$ cat src/rtl/bsu_pkg.sv
package bsu_pkg;
  localparam int LANES  = 4;
  localparam int LANE_W = 8;
  localparam int DATA_W = LANES * LANE_W;
  localparam int OFF_W  = $clog2(LANES);

  typedef enum logic [1:0] {ST_IDLE, ST_FIRST, ST_SECOND} seq_state_t;

  typedef struct packed {
    logic [LANES-1:0]  en;
    logic [DATA_W-1:0] data;
  } lane_set_t;

  // lanes occupied by an operand of the given size code, starting at lane 0
  function automatic logic [LANES-1:0] size_mask(input logic [1:0] sz);
    logic [LANES-1:0] m;
    case (sz)
      2'd0:    m = LANES'(1);
      2'd1:    m = LANES'(3);
      default: m = '1;
    endcase
    return m;
  endfunction
endpackage

$ cat src/rtl/bsu_steer.sv
module bsu_steer
  import bsu_pkg::*;
(
  input  logic [OFF_W-1:0]  off,
  input  logic [1:0]        sz,
  input  logic [DATA_W-1:0] wdata,
  output lane_set_t         first,
  output lane_set_t         second,
  output logic              split
);
  localparam int WIDE_L = 2 * LANES;
  localparam int WIDE_D = 2 * DATA_W;

  logic [LANES-1:0]  op_mask;
  logic [DATA_W-1:0] op_data;
  logic [WIDE_L-1:0] wide_en;
  logic [WIDE_D-1:0] wide_d;

  assign op_mask = size_mask(sz);

  for (genvar i = 0; i < LANES; i++) begin : g_mask
    assign op_data[i*LANE_W +: LANE_W] = op_mask[i] ? wdata[i*LANE_W +: LANE_W] : '0;
  end

  assign wide_en = {{LANES{1'b0}}, op_mask} << off;
  assign wide_d  = {{DATA_W{1'b0}}, op_data} << (off * LANE_W);

  assign first.en   = wide_en[LANES-1:0];
  assign first.data = wide_d[DATA_W-1:0];
  assign second.en   = wide_en[WIDE_L-1:LANES];
  assign second.data = wide_d[WIDE_D-1:DATA_W];
  assign split = |wide_en[WIDE_L-1:LANES];
endmodule

$ cat src/rtl/bsu_seq.sv
module bsu_seq
  import bsu_pkg::*;
(
  input  logic       clk,
  input  logic       rst_n,
  input  logic       accept,
  input  logic       split_in,
  input  logic       cyc_ready,
  output seq_state_t state,
  output logic       lo_hs,
  output logic       last_hs,
  output logic       in_second
);
  seq_state_t state_q;
  logic       split_q;
  logic       hs;

  assign state     = state_q;
  assign hs        = (state_q != ST_IDLE) && cyc_ready;
  assign in_second = (state_q == ST_SECOND);
  assign lo_hs     = hs && (state_q == ST_FIRST);
  assign last_hs   = hs && (in_second || !split_q);

  always_ff @(posedge clk) begin
    if (!rst_n) begin
      state_q <= ST_IDLE;
      split_q <= 1'b0;
    end else begin
      case (state_q)
        ST_IDLE: if (accept) begin
          state_q <= ST_FIRST;
          split_q <= split_in;
        end
        ST_FIRST: if (cyc_ready) state_q <= split_q ? ST_SECOND : ST_IDLE;
        ST_SECOND: if (cyc_ready) state_q <= ST_IDLE;
        default: state_q <= ST_IDLE;
      endcase
    end
  end
endmodule

$ cat src/rtl/bsu_gather.sv
module bsu_gather
  import bsu_pkg::*;
(
  input  logic              clk,
  input  logic              rst_n,
  input  logic              lo_hs,
  input  logic              last_hs,
  input  logic              in_second,
  input  logic              is_read,
  input  logic [OFF_W-1:0]  off,
  input  logic [1:0]        sz,
  input  logic [DATA_W-1:0] cyc_rdata,
  output logic [DATA_W-1:0] rd_data,
  output logic              done
);
  logic [DATA_W-1:0]   lo_q;
  logic [2*DATA_W-1:0] merged;
  logic [2*DATA_W-1:0] rotated;
  logic [LANES-1:0]    keep;
  logic [DATA_W-1:0]   result;

  assign merged  = in_second ? {cyc_rdata, lo_q} : {{DATA_W{1'b0}}, cyc_rdata};
  assign rotated = merged >> (off * LANE_W);
  assign keep    = size_mask(sz);

  for (genvar i = 0; i < LANES; i++) begin : g_keep
    assign result[i*LANE_W +: LANE_W] = keep[i] ? rotated[i*LANE_W +: LANE_W] : '0;
  end

  always_ff @(posedge clk) begin
    if (!rst_n) begin
      lo_q    <= '0;
      rd_data <= '0;
      done    <= 1'b0;
    end else begin
      done <= last_hs;
      if (lo_hs) lo_q <= cyc_rdata;
      if (last_hs && is_read) rd_data <= result;
    end
  end
endmodule

$ cat src/rtl/bus_split_unit.sv
module bus_split_unit
  import bsu_pkg::*;
#(
  parameter int ADDR_W = 32
) (
  input  logic                    clk,
  input  logic                    rst_n,
  input  logic                    req_valid,
  output logic                    req_ready,
  input  logic                    req_write,
  input  logic [ADDR_W-1:0]       req_addr,
  input  logic [1:0]              req_size,
  input  logic [DATA_W-1:0]       req_wdata,
  output logic                    busy,
  output logic                    cyc_valid,
  input  logic                    cyc_ready,
  output logic                    cyc_write,
  output logic [ADDR_W-OFF_W-1:0] cyc_addr,
  output logic [LANES-1:0]        cyc_be_n,
  output logic [DATA_W-1:0]       cyc_wdata,
  input  logic [DATA_W-1:0]       cyc_rdata,
  output logic                    done,
  output logic [DATA_W-1:0]       rd_data
);
  localparam int DW_W = ADDR_W - OFF_W;

  seq_state_t        state;
  logic              accept, lo_hs, last_hs, in_second, split;
  lane_set_t         set1, set2, set1_q, set2_q;
  logic [DW_W-1:0]   dw_q;
  logic [OFF_W-1:0]  off_q;
  logic [1:0]        sz_q;
  logic              write_q;

  assign busy      = (state != ST_IDLE);
  assign req_ready = !busy;
  assign accept    = req_valid && req_ready;

  bsu_steer u_steer (
    .off    (req_addr[OFF_W-1:0]),
    .sz     (req_size),
    .wdata  (req_wdata),
    .first  (set1),
    .second (set2),
    .split  (split)
  );

  bsu_seq u_seq (
    .clk       (clk),
    .rst_n     (rst_n),
    .accept    (accept),
    .split_in  (split),
    .cyc_ready (cyc_ready),
    .state     (state),
    .lo_hs     (lo_hs),
    .last_hs   (last_hs),
    .in_second (in_second)
  );

  always_ff @(posedge clk) begin
    if (!rst_n) begin
      set1_q  <= '0;
      set2_q  <= '0;
      dw_q    <= '0;
      off_q   <= '0;
      sz_q    <= '0;
      write_q <= 1'b0;
    end else if (accept) begin
      set1_q  <= set1;
      set2_q  <= set2;
      dw_q    <= req_addr[ADDR_W-1:OFF_W];
      off_q   <= req_addr[OFF_W-1:0];
      sz_q    <= req_size;
      write_q <= req_write;
    end
  end

  assign cyc_valid = busy;
  assign cyc_write = write_q;
  assign cyc_addr  = in_second ? dw_q + 1'b1 : dw_q;
  assign cyc_be_n  = in_second ? ~set2_q.en : ~set1_q.en;
  assign cyc_wdata = in_second ? set2_q.data : set1_q.data;

  bsu_gather u_gather (
    .clk       (clk),
    .rst_n     (rst_n),
    .lo_hs     (lo_hs),
    .last_hs   (last_hs),
    .in_second (in_second),
    .is_read   (!write_q),
    .off       (off_q),
    .sz        (sz_q),
    .cyc_rdata (cyc_rdata),
    .rd_data   (rd_data),
    .done      (done)
  );
endmodule

$ cat config.mk
export PLATFORM = sky130hd
export DESIGN_NAME = bus_split_unit
export DESIGN_NICKNAME = d
export VERILOG_FILES = /design/src/rtl/bsu_pkg.sv /design/src/rtl/bsu_steer.sv /design/src/rtl/bsu_seq.sv /design/src/rtl/bsu_gather.sv /design/src/rtl/bus_split_unit.sv
export SDC_FILE = /design/constraint.sdc
export NUM_CORES = 1
export LEC_CHECK = 0
export BUFFER_PORTS_ARGS = -buffer_cell sky130_fd_sc_hd__clkbuf_2
export CORE_MARGIN = 3
export CORE_UTILIZATION = 25
export DETAILED_ROUTE_END_ITERATION = 8
export SLEW_MARGIN = 20
export SYNTH_ARGS = -nofsm -noshare
export SYNTH_HDL_FRONTEND = slang
export SYNTH_SLANG_ARGS = --single-unit
$ cat constraint.sdc
create_clock -name clk -period 1.8 [get_ports clk]
set_input_delay 0.36 -clock clk [delete_from_list [all_inputs] [get_ports clk]]
set_output_delay 0.36 -clock clk [all_outputs]
set_load 0.02 [all_outputs]
* Word level (Yosys, flattened, before mapping)
Cells that the tools add are included.
Word-level totals: output and inout port bits 103, input port bits 103, word-level logic and storage cells 61, register bits 175
Operators by class: bitwise gates (word level) 2, $add $sub $neg 1, eq/ne operators 7, shift-type cells 3, multiplexer cells 19, reductions and logical operators 16
Operators with widths (count):
- 2-to-1 mux 64 bit | 1
- 2-to-1 mux 8 bit | 8
- left shift 32 x 5 -> 64 bit | 1
- right shift 64 x 5 -> 32 bit | 1
- 2-to-1 mux 32 bit | 1
- adder 30 x 1 -> 30 bit, second input constant | 1
- 2-to-1 mux 30 bit | 1
- case mux 4 bit (2 select lines) | 2
- 2-to-1 mux 2 bit | 4
- NOT 4 bit | 2
- left shift 4 x 2 -> 8 bit | 1
- equality test 2 x 1 -> 1 bit, second input constant | 3
- logical NOT 2 bit | 3
- != test 2 bit, second input constant | 3
- case mux 2 bit (3 select lines) | 1
- logical AND 1 bit | 5
- 2-to-1 mux 4 bit | 1
- OR reduction 4 bit | 1
- logical NOT 1 bit | 3
- AND reduction 3 bit | 1
- equality test 2 bit, second input constant | 1
- AND reduction 2 bit | 1
- nonzero test 2 bit | 1
- logical OR 1 bit | 1

* Longest topological paths before layout
Gate-level depths: netlist of run 1.
word-level depth 5, depth in mapped cells 7, mapped depth without buffers 5

* Modules after synthesis
A second synthesis of run 1 with hierarchy kept.
Unflattened totals: cell total of the unflattened synthesis 1120, area total of the unflattened synthesis 9849.4 sq um
Modules (own cells, without submodules):
- bus_split_unit | cells an instance 593, sequential area each 2142.1 sq um, instances 1, area each 4941.0 sq um
- bsu_gather | cells an instance 361, sequential area each 1301.2 sq um, instances 1, area each 3761.1 sq um
- bsu_steer | cells an instance 148, sequential area each 0.0 sq um, instances 1, area each 974.7 sq um
- bsu_seq | cells an instance 18, sequential area each 60.1 sq um, instances 1, area each 172.7 sq um

* Worst setup path before layout of run 1
OpenSTA, ideal clock, no wires.
path type register -> output, start register u_seq.state_q[0] (netlist: u_seq.state[0]), end output cyc_addr[21], arrival time 1.908 ns, buffers on the path 3, stages on the path, launching flop included 8, data required time 1.440 ns, slack -0.468 ns, path through dfxtp_1 > nand2b_1 > buf_2 > buf_2 > nor3_1 > buf_2 > nand4_1 > xnor2_1
Between the ends: cells in the longest elaborated chain, start to end 2
RTL lines:
- start, declared | RTL line bsu_seq.sv:14 | seq_state_t state_q;
- start signal, assigned | RTL line bsu_seq.sv:34 | ST_FIRST: if (cyc_ready) state_q <= split_q ? ST_SECOND : ST_IDLE;
- equality test 2 bit | RTL line bsu_seq.sv:20 | assign in_second = (state_q == ST_SECOND);
- 2-to-1 mux 30 bit | RTL line bus_split_unit.sv:80 | assign cyc_addr = in_second ? dw_q + 1'b1 : dw_q;
- end, declared | RTL line bus_split_unit.sv:18 | output logic [ADDR_W-OFF_W-1:0] cyc_addr,
Every way passes these cells.

* Worst setup path in the final report of run 1
start register u_seq.state_q[1] (netlist: u_seq.state[1]), end output cyc_addr[20]
Same word-level chain as after synthesis.

==> implementation parameters, run 1 <==
Parameter                              Value

Synthesis
  Post-Syn Area    0.00856 sq mm
  Synth unique cells    48
  Dominant synthesized flop cell    sky130_fd_sc_hd__dfxtp_1
  Fraction of synthesis flops using an asynchronous set or reset pin    0%
  Sequential area share after synthesis    38.8%
  Proportion of netlist area held by the largest area contributor    between 30 and 40%
  Synth Area in Compound Gates    a little under a fifth
  Library cell occupying the most area in the post-synthesis netlist    sky130_fd_sc_hd__dfxtp_1
  Xor and xnor area share after synthesis    under 10%
  Number of warning messages in the yosys log    0
  Fraction of the mapped netlist area in simple logic gates    approximately 22%
  Adder-cell area share of the yosys netlist    0.146%
  Main area contributors after synthesis    sky130_fd_sc_hd__dfxtp_1, sky130_fd_sc_hd__nand2_1, sky130_fd_sc_hd__a21oi_1, sky130_fd_sc_hd__mux4_2, sky130_fd_sc_hd__mux2i_1
  Dominant combinational cell family by area after synthesis    simple AND/OR/NAND/NOR gates
  Count of flip-flops with a built-in enable after synthesis    0
  Gate count after technology mapping    around 1100
  Number of nets in the synthesized netlist    1183
  Seq cells post-synth    166
  Average cell area after synthesis    roughly 7.9 sq um
  Mux cell area share after synthesis    between 10% and 20%

Floorplan
  Cell row count    67
  Die boundary height    around 190 um
  X dimension of the die    191 um
  Die Outline Area    around 0.036 sq mm
  Core Region    ~0.034 sq mm
  Initial Util    between 20% and 30%
  Top-level I/O count    206

Worst hold path
  Launch instance of the worst min-delay path    req_addr[4]
  Endpoint of the worst hold path    dw_q[2]$_SDFFE_PN0P_
  Tightest Hold Check Type    in2reg
  Count of cells along the worst hold path    3

STA
  Worst Slack Setup Final    -0.444 ns
  Max Fclk    roughly 0.45 GHz
  Worst relative slew slack    25.2%
  Endpoints failing hold    0
  Final-report setup violation count    between 100 and 150
  Count of pins over their slew limit    0
  Tmin final    2.24 ns
  Setup repair after global routing missed its margin    true
  Tightest Pin Transition    1.12 ns
  Period Utilization, post-route    125%
  Final clock skew    approximately 0.011 ns

Detailed routing
  Via-per-instance ratio    roughly 5.2
  Post-route DRC    0
  Average wire length per cell after detail routing    between 15 and 20 um
  Antenna-violating nets left    0
  Pre-Repair DR Iteration Count    8
  Detailed-route wire length    around 36 mm
  Total number of vias    9445
  Drt initial violations    approximately 740

GRT
  Total congestion overflow after global routing    0
  Number of global-route vias before repair    slightly above 9000
  Global-route wire length before repair    approximately 53 mm
  Total track usage    18.8%
  Maximum number of pins on one net before global-route repair    slightly above 60
  Number of antenna violations at the first check in global routing    5

Critical path
  R2R Path Start    u_seq.state[1]$_SDFFE_PN0P_
  Largest delay share family, worst path    simple AND/OR/NAND/NOR gates
  Cell-by-cell listing of the critical path    buf_12, nand2b_4, nor3_4, buf_12, nand4_1, xnor2_2, clkbuf_8
  Critical Path Sink Type    primary output
  Total buffers and inverters traversed by the critical path    3
  Flop2flop setup slack    -0.27 ns
  Nature of the critical path startpoint    flip-flop
  Worst path arrival time    1.88 ns
  Critical path peak fanout    13
  Peak per-stage delay on the critical path    approximately 0.36 ns
  Req. time, crit path    around 1.4 ns
  Critical path's most frequent cell    sky130_fd_sc_hd__buf_12
  Number of cell instances on the worst register-to-register path    11
  Crit path kind    reg2out
  Destination of the worst register-to-register timing path    u_gather.rd_data[19]$_SDFFE_PN0P_
  Critical-path top delay cell    sky130_fd_sc_hd__dfxtp_4

CTS
  Clock slew seen by the registers of the worst setup and hold paths    0.07 ns
  TritonCTS Buffers    17
  CTS max path bufs    2
  H-tree level count    4
  TritonCTS clock tree    yes
  Clock tree root driver cell    sky130_fd_sc_hd__clkbuf_16
  Clock latency at the later pin of the worst-skew pair    between 0.4 and 0.5 ns
  Clk sinks    approximately 170
  Hold-fix buffers at CTS    0

Power
  Static power due to leakage    5.76 nW
  Worst vdd ir    0.665 mV
  Power density cells    between 700 and 800 mW/mm^2

Final layout
  Count of non-filler cells in the finished layout    between 1500 and 2000
  Fillers    approximately 3300
  Combined area of the multi-input logic cells    slightly below 0.006 sq mm
  Utilization after layout    approximately 41%
  Share of final-layout standard cells stronger than drive strength 1    43.5%
  Total area of sequential cells    0.00334 sq mm
  Net count reported at finish    ~1500
  Post-synthesis to final-layout area growth    60.9%

Placement
  Worst setup timing slack at the placement stage    -0.0556 ns
  Port-buffer cells    205
  Placed cell count    1738
  Gp weighted congestion    ~0.9
  Post-detail-place hpwl    ~22 mm

Outcome
  Status    finished, violations left
  Violations in the final reports    setup timing

Flow run
  Max-capacitance violation count    0
## tightest hold or removal path, stage by stage
cell                       delay [ns]
sky130_fd_sc_hd__clkbuf_2        0.08
sky130_fd_sc_hd__nand2_1         0.05
sky130_fd_sc_hd__a21oi_1         0.05
## worst max-delay path by stage
stage                                           start                                 to  slack (ns)  depth (start not counted)
final                     u_seq.state[1]$_SDFFE_PN0P_                       cyc_addr[20]       -0.44                          7
after global routing      u_seq.state[1]$_SDFFE_PN0P_                       cyc_addr[12]       -0.53                          7
after CTS                 u_seq.state[1]$_SDFFE_PN0P_                       cyc_addr[27]       -0.48                          7
after detailed placement                    cyc_ready  u_gather.rd_data[31]$_SDFFE_PN0P_       -0.06                          5
after global placement                      cyc_ready  u_gather.rd_data[16]$_SDFFE_PN0P_       -0.05                          5
after floorplan           u_seq.state[0]$_SDFFE_PN0P_                       cyc_addr[28]       -0.09                          7
## synthesized netlist by cell type, types with 8 or more instances
master,number
sky130_fd_sc_hd__a21o_1,8
sky130_fd_sc_hd__a21oi_1,112
sky130_fd_sc_hd__a221oi_1,9
sky130_fd_sc_hd__a22oi_1,26
sky130_fd_sc_hd__a31oi_1,16
sky130_fd_sc_hd__and2_1,16
sky130_fd_sc_hd__buf_1,8
sky130_fd_sc_hd__buf_2,8
sky130_fd_sc_hd__clkbuf_1,74
sky130_fd_sc_hd__dfxtp_1,166
sky130_fd_sc_hd__mux2_2,8
sky130_fd_sc_hd__mux2i_1,43
sky130_fd_sc_hd__mux4_2,24
sky130_fd_sc_hd__nand2_1,279
sky130_fd_sc_hd__nand3_1,33
sky130_fd_sc_hd__nand4_1,14
sky130_fd_sc_hd__nor2_1,56
sky130_fd_sc_hd__o211ai_1,23
sky130_fd_sc_hd__o21ai_0,59
sky130_fd_sc_hd__o2bb2ai_1,9
sky130_fd_sc_hd__or3_1,15
sky130_fd_sc_hd__xnor2_1,28
## area by class of cell
cell class                 count  area share [%]
clock inverter                11           0.836
inverter                       7           0.245
clock buffer                  21            3.43
sequential                   166            24.2
multi-input combinational    818            42.8
antenna                        1          0.0182
timing repair buffer         344            24.4
tap                          448            4.07
## per-stage QoR
step	area (sq um)	TNS (ns)	power, mW	hold slack (ns)
2_1_floorplan	8890	-0.603	5.00	0.427
3_3_place_gp	11000	-0.217	5.73	0.438
3_5_place_dp	11000	-0.368	5.74	0.444
4_1_cts	13200	-28.43	9.78	0.107
5_1_grt	13800	-37.46	10.3	0.120
6_report	13800	-29.98	9.89	0.130
## layout by cell type (no fill, tap or decap), types with 10 or more instances in the layout
master | synthesis | routed
sky130_fd_sc_hd__o21ai_0 | 59 | 52
sky130_fd_sc_hd__mux4_2 | 24 | 24
sky130_fd_sc_hd__buf_4 | 1 | 80
sky130_fd_sc_hd__nand2_1 | 279 | 207
sky130_fd_sc_hd__buf_12 | 0 | 26
sky130_fd_sc_hd__xnor2_2 | 0 | 26
sky130_fd_sc_hd__clkbuf_16 | 0 | 22
sky130_fd_sc_hd__nand4_1 | 14 | 14
sky130_fd_sc_hd__buf_8 | 0 | 47
sky130_fd_sc_hd__a22oi_2 | 0 | 19
sky130_fd_sc_hd__dfxtp_1 | 166 | 157
sky130_fd_sc_hd__nor2_1 | 56 | 53
sky130_fd_sc_hd__mux2i_1 | 43 | 40
sky130_fd_sc_hd__clkbuf_8 | 0 | 25
sky130_fd_sc_hd__o211ai_1 | 23 | 23
sky130_fd_sc_hd__nand2_2 | 0 | 29
sky130_fd_sc_hd__or3_1 | 15 | 15
sky130_fd_sc_hd__clkbuf_2 | 2 | 136
sky130_fd_sc_hd__a31oi_1 | 16 | 16
sky130_fd_sc_hd__nand2_4 | 0 | 43
sky130_fd_sc_hd__nand3_1 | 33 | 23
sky130_fd_sc_hd__and2_4 | 0 | 10
sky130_fd_sc_hd__a21oi_1 | 112 | 106
sky130_fd_sc_hd__buf_6 | 1 | 20
## registers in the layout, summed over array words and instances (netlist names)
register          cells
u_gather.rd_data     32
off_q                 2
u_seq.state           2
set1_q               36
u_seq.split_q         1
set2_q               27
dw_q                 30
u_gather.done         1
sz_q                  2
cyc_write             1
u_gather.lo_q        32
## what timing repair did
item | CTS | global route
resized for setup | 284 | 160
setup endpoints to repair | 73 | 162
cloned | 14 | 9
hold endpoints to repair | 0 | 0
pin swaps | 102 | 76
buffers inserted | 21 | 11
## logic make-up after synthesis
kind of cell	after synthesis
and+or+nand+nor	441
AOI/OAI and AO/OA	266
DFF	166
buffers and inverters	101
muxes	75
xor gates and xnor gates	29
adders and majority gates	1
## power breakdown
part           switching [mW]  total [mW]  leakage, nW  internal, mW
combinational            1.16        2.17         4.13          1.00
clock                    1.68        3.73        0.274          2.05
sequential              0.141        3.99         1.36          3.85
total                    2.99        9.89         5.76          6.90
## metal layers
metal	track usage, %	part of all wire, %
met1	23.4	40
met2	31.8	49
met3	5.13	8.5
met4	5.39	2.3
met5	0	0.18
Note: power is estimated with default switching activity, not from simulation.
==> run 2, diff against run 1 <==
SYNTH_HIERARCHICAL = 1   (was unset)
==> run 2 against run 1 <==
Effect of this change:
- the run still ends with setup timing left
- via count decreased by 5.4%
- sequential power grew 4%
- fmax down 12%
- combinational power shrank 9.7%
- total power shrank 1.0%
- worst hold slack improved by 0.017 ns
- die area grew 15%
- core utilization shrank 5.6 points
- area after synthesis grew 15%
- global-route usage fell by 3.5 points
- non-clock buffer count shrank 13
==> implementation parameters, run 2 <==
Parameter                              Value

Detailed routing
  M1 wire length    15.4 mm
  Antenna-violating nets left    0
  Total number of vias    just under 9000
  Average wire length per cell after detail routing    17.7 um
  Detailed-route wire length    around 34 mm
  Amount of wire on met2 after detailed routing    16.6 mm
  Drt initial violations    roughly 510
  Post-route DRC    0
  Via-per-instance ratio    between 4 and 5
  Amount of wire on met3 after detailed routing    around 1.4 mm
  Highest layer used for signal routing    met5
  Pre-Repair DR Iteration Count    5

Critical path
  R2R Path Start    u_seq/state[1]$_SDFFE_PN0P_
  Crit path kind    reg2out
  Start point of the critical path    u_seq/state[1]$_SDFFE_PN0P_
  Worst path arrival time    2.20 ns
  Critical path peak fanout    7
  Critical Path Sink Type    primary output
  Flop2flop setup slack    -0.29 ns
  Nature of the critical path startpoint    flip-flop
  Req. time, crit path    between 1 and 1.5 ns

Floorplan
  Die boundary height    approximately 200 um
  Top-level I/O count    between 200 and 250
  X dimension of the die    204 um
  Die Outline Area    ~0.042 sq mm
  Initial Util    ~25%
  Core Region    0.0388 sq mm
  Cell row count    72

Power
  Worst vdd ir    between 0.6 and 0.7 mV
  Internal    approximately 6.9 mW
  Power density cells    712 mW/mm^2
  Switching part of the total    ~30%
  Power share of the clock group    37.5%
  Switching pwr    a little under 3 mW
  Static power due to leakage    5.61 nW
  Portion of total power attributed to sequential cells    42.5%
  Proportion of power drawn by combinational gates    about 20%

Final layout
  Final design instance area without fill    between 0.01 and 0.015 sq mm
  Share of final-layout standard cells stronger than drive strength 1    37.1%
  Utilization after layout    between 30% and 40%
  Top library cells by usage in the layout, fill and taps aside    sky130_fd_sc_hd__nand2_1, sky130_fd_sc_hd__dfxtp_1, sky130_fd_sc_hd__clkbuf_2
  Registers with the most flip-flops    set1_q x36, set2_q x36
  Net count reported at finish    1489
  Fillers    slightly below 4000
  Post-synthesis to final-layout area growth    39.6%
  Most frequent standard cell in the layout excluding fill and tap cells    sky130_fd_sc_hd__nand2_1

Synthesis
  Average cell area after synthesis    8.79 sq um
  Dominant synthesized flop cell    sky130_fd_sc_hd__dfxtp_1
  Count of flip-flops with a built-in enable after synthesis    0
  Number of warning messages in the yosys log    6
  Count leader, synth    sky130_fd_sc_hd__nand2_1
  Gate count after technology mapping    between 1000 and 1500
  Seq cells post-synth    175
  Proportion of netlist area held by the largest area contributor    35.6%
  Post-Syn Area    0.00985 sq mm
  Synth unique cells    between 60 and 70
  Library cell occupying the most area in the post-synthesis netlist    sky130_fd_sc_hd__dfxtp_1
  Fraction of synthesis flops using an asynchronous set or reset pin    0%
  Main area contributors after synthesis    sky130_fd_sc_hd__dfxtp_1, sky130_fd_sc_hd__mux2i_1, sky130_fd_sc_hd__nand2_1, sky130_fd_sc_hd__a21boi_0, sky130_fd_sc_hd__mux2_2
  Most instantiated cells after synthesis    sky130_fd_sc_hd__nand2_1, sky130_fd_sc_hd__dfxtp_1, sky130_fd_sc_hd__mux2i_1, sky130_fd_sc_hd__a21boi_0, sky130_fd_sc_hd__nor2b_1
  Sequential area share after synthesis    between 30% and 40%

Outcome
  Violations in the final reports    setup timing
  Status    finished, violations left

Flow run
  Max-capacitance violation count    0

Placement
  Placed standard-cell area    0.0122 sq mm
  Gp weighted congestion    between 0.8 and 0.9
  Port-buffer cells    ~210
  Post-detail-place hpwl    23.4 mm

CTS
  H-tree level count    4
  Clock tree root driver cell    sky130_fd_sc_hd__clkbuf_16
  CTS max path bufs    2
  TritonCTS Buffers    17
  Clock latency at the later pin of the worst-skew pair    0.44 ns
  Clock slew seen by the registers of the worst setup and hold paths    ~0.070 ns
  Clk sinks    175
  TritonCTS clock tree    yes

GRT
  Global-route wire length before repair    50.0 mm
  Total track usage    15.2%
  Maximum number of pins on one net before global-route repair    between 100 and 150
  Number of global-route vias before repair    between 8000 and 9000
  Number of antenna violations at the first check in global routing    2
  Total congestion overflow after global routing    0

STA
  Worst relative slew slack    approximately two thirds
  Final clock skew    0.0105 ns
  Total negative slack for setup checks    -41.30 ns
  Final-report setup violation count    a little under 100
  Endpoints failing hold    0
  Tmin final    approximately 2.6 ns
  Worst Slack Setup Final    -0.765 ns
  Count of pins over their slew limit    0
  Tightest Pin Transition    about 0.5 ns
  Setup repair after global routing missed its margin    true
  Max Fclk    approximately 0.39 GHz
  Period Utilization, post-route    142%

Worst hold path
  Launch instance of the worst min-delay path    req_addr[29]
  Tightest Hold Check Type    in2reg
[run 2: changes by cell type in the layout (fill, tap and decap cells not counted), sizes merged, moves of 17 or more]
cell	change
mux2	+33
a21oi	-96
nand3	-28
o211ai	-17
nor2b	+49
o21ai	-35
buf	-22
a21boi	+115
mux2i	+66
nand2	-32
[run 2: worst max-delay path: stages (launching register included)]
cell	delay, ns
sky130_fd_sc_hd__dfxtp_4	0.34
sky130_fd_sc_hd__nor2b_4	0.18
sky130_fd_sc_hd__nand4_1	0.12
sky130_fd_sc_hd__or4_4	0.44
sky130_fd_sc_hd__buf_8	0.17
sky130_fd_sc_hd__nor4_4	0.17
sky130_fd_sc_hd__xor2_2	0.17
sky130_fd_sc_hd__clkbuf_8	0.17
[run 2: layout make-up]
cell class,instances,area [sq um],area share [%]
Antenna cell,1,2.50,0.0182
Clock buffer,19,433,3.15
Clock inverter,13,130,0.946
Inverter,11,45.0,0.328
Multi-Input combinational cell,849,6290,45.7
Sequential cell,175,3520,25.6
Tap cell,518,648,4.71
Timing Repair Buffer,331,2680,19.5
[run 2: timing repair]
item / CTS / global route
resized for setup: 90 / 130
setup endpoints to repair: 94 / 101
buffers inserted: 7 / 13
gates cloned: 1 / 9
hold buffers: 0 / 0
pin swaps: 26 / 24
[run 2: final timing paths]
kind | end | depth (start not counted)
setup / recovery | cyc_addr[25] | 7
hold / removal | dw_q[27]$_SDFFE_PN0P_ | 3
setup reg to reg | u_gather/rd_data[18]$_SDFFE_PN0P_ | 10
hold reg to reg | u_gather/rd_data[22]$_SDFFE_PN0P_ | 2
[run 2: stage by stage]
step                power (mW)  setup WS, ns  hold slack, ns  std cells
global placement          6.02        -0.353           0.443       1856
global route              10.2        -0.907           0.140       1917
detailed placement        6.04        -0.371           0.448       1856
CTS                       9.80        -0.805           0.121       1894
finish                    9.79        -0.765           0.146       1917
floorplan                 5.32        -0.347           0.440       1128
[run 2: routing by layer]
metal	global-route usage, %	up-vias
met5	0	-
met4	4.50	2
met3	2.81	35
met2	25.7	204
met1	19.9	4327
li1	-	4371
[run 2: kinds of logic (layout without fill, tap and decap cells)]
family / Yosys count / in the layout / share of synthesized area, %
and+or+nand+nor: 432 / 432 / 21.1
AOI/OAI and AO/OA: 220 / 220 / 16.7
DFF: 175 / 175 / 35.6
muxes: 158 / 158 / 18.1
buffers and inverters: 104 / 374 / 5.78
xor gates and xnor gates: 29 / 29 / 2.58
adders and majority gates: 1 / 1 / 0.127
other: 1 / 10 / 0.0381
[run 2: power groups by stage]
| stage | clock (mW) | combinational [mW] | sequential [mW] |
|---|---|---|---|
| floorplan | 0 | 1.08 | 4.25 |
| global placement | 0 | 1.78 | 4.23 |
| detailed placement | 0 | 1.80 | 4.24 |
| CTS | 3.78 | 1.87 | 4.15 |
| global route | 3.93 | 2.11 | 4.18 |
| finish | 3.67 | 1.96 | 4.16 |
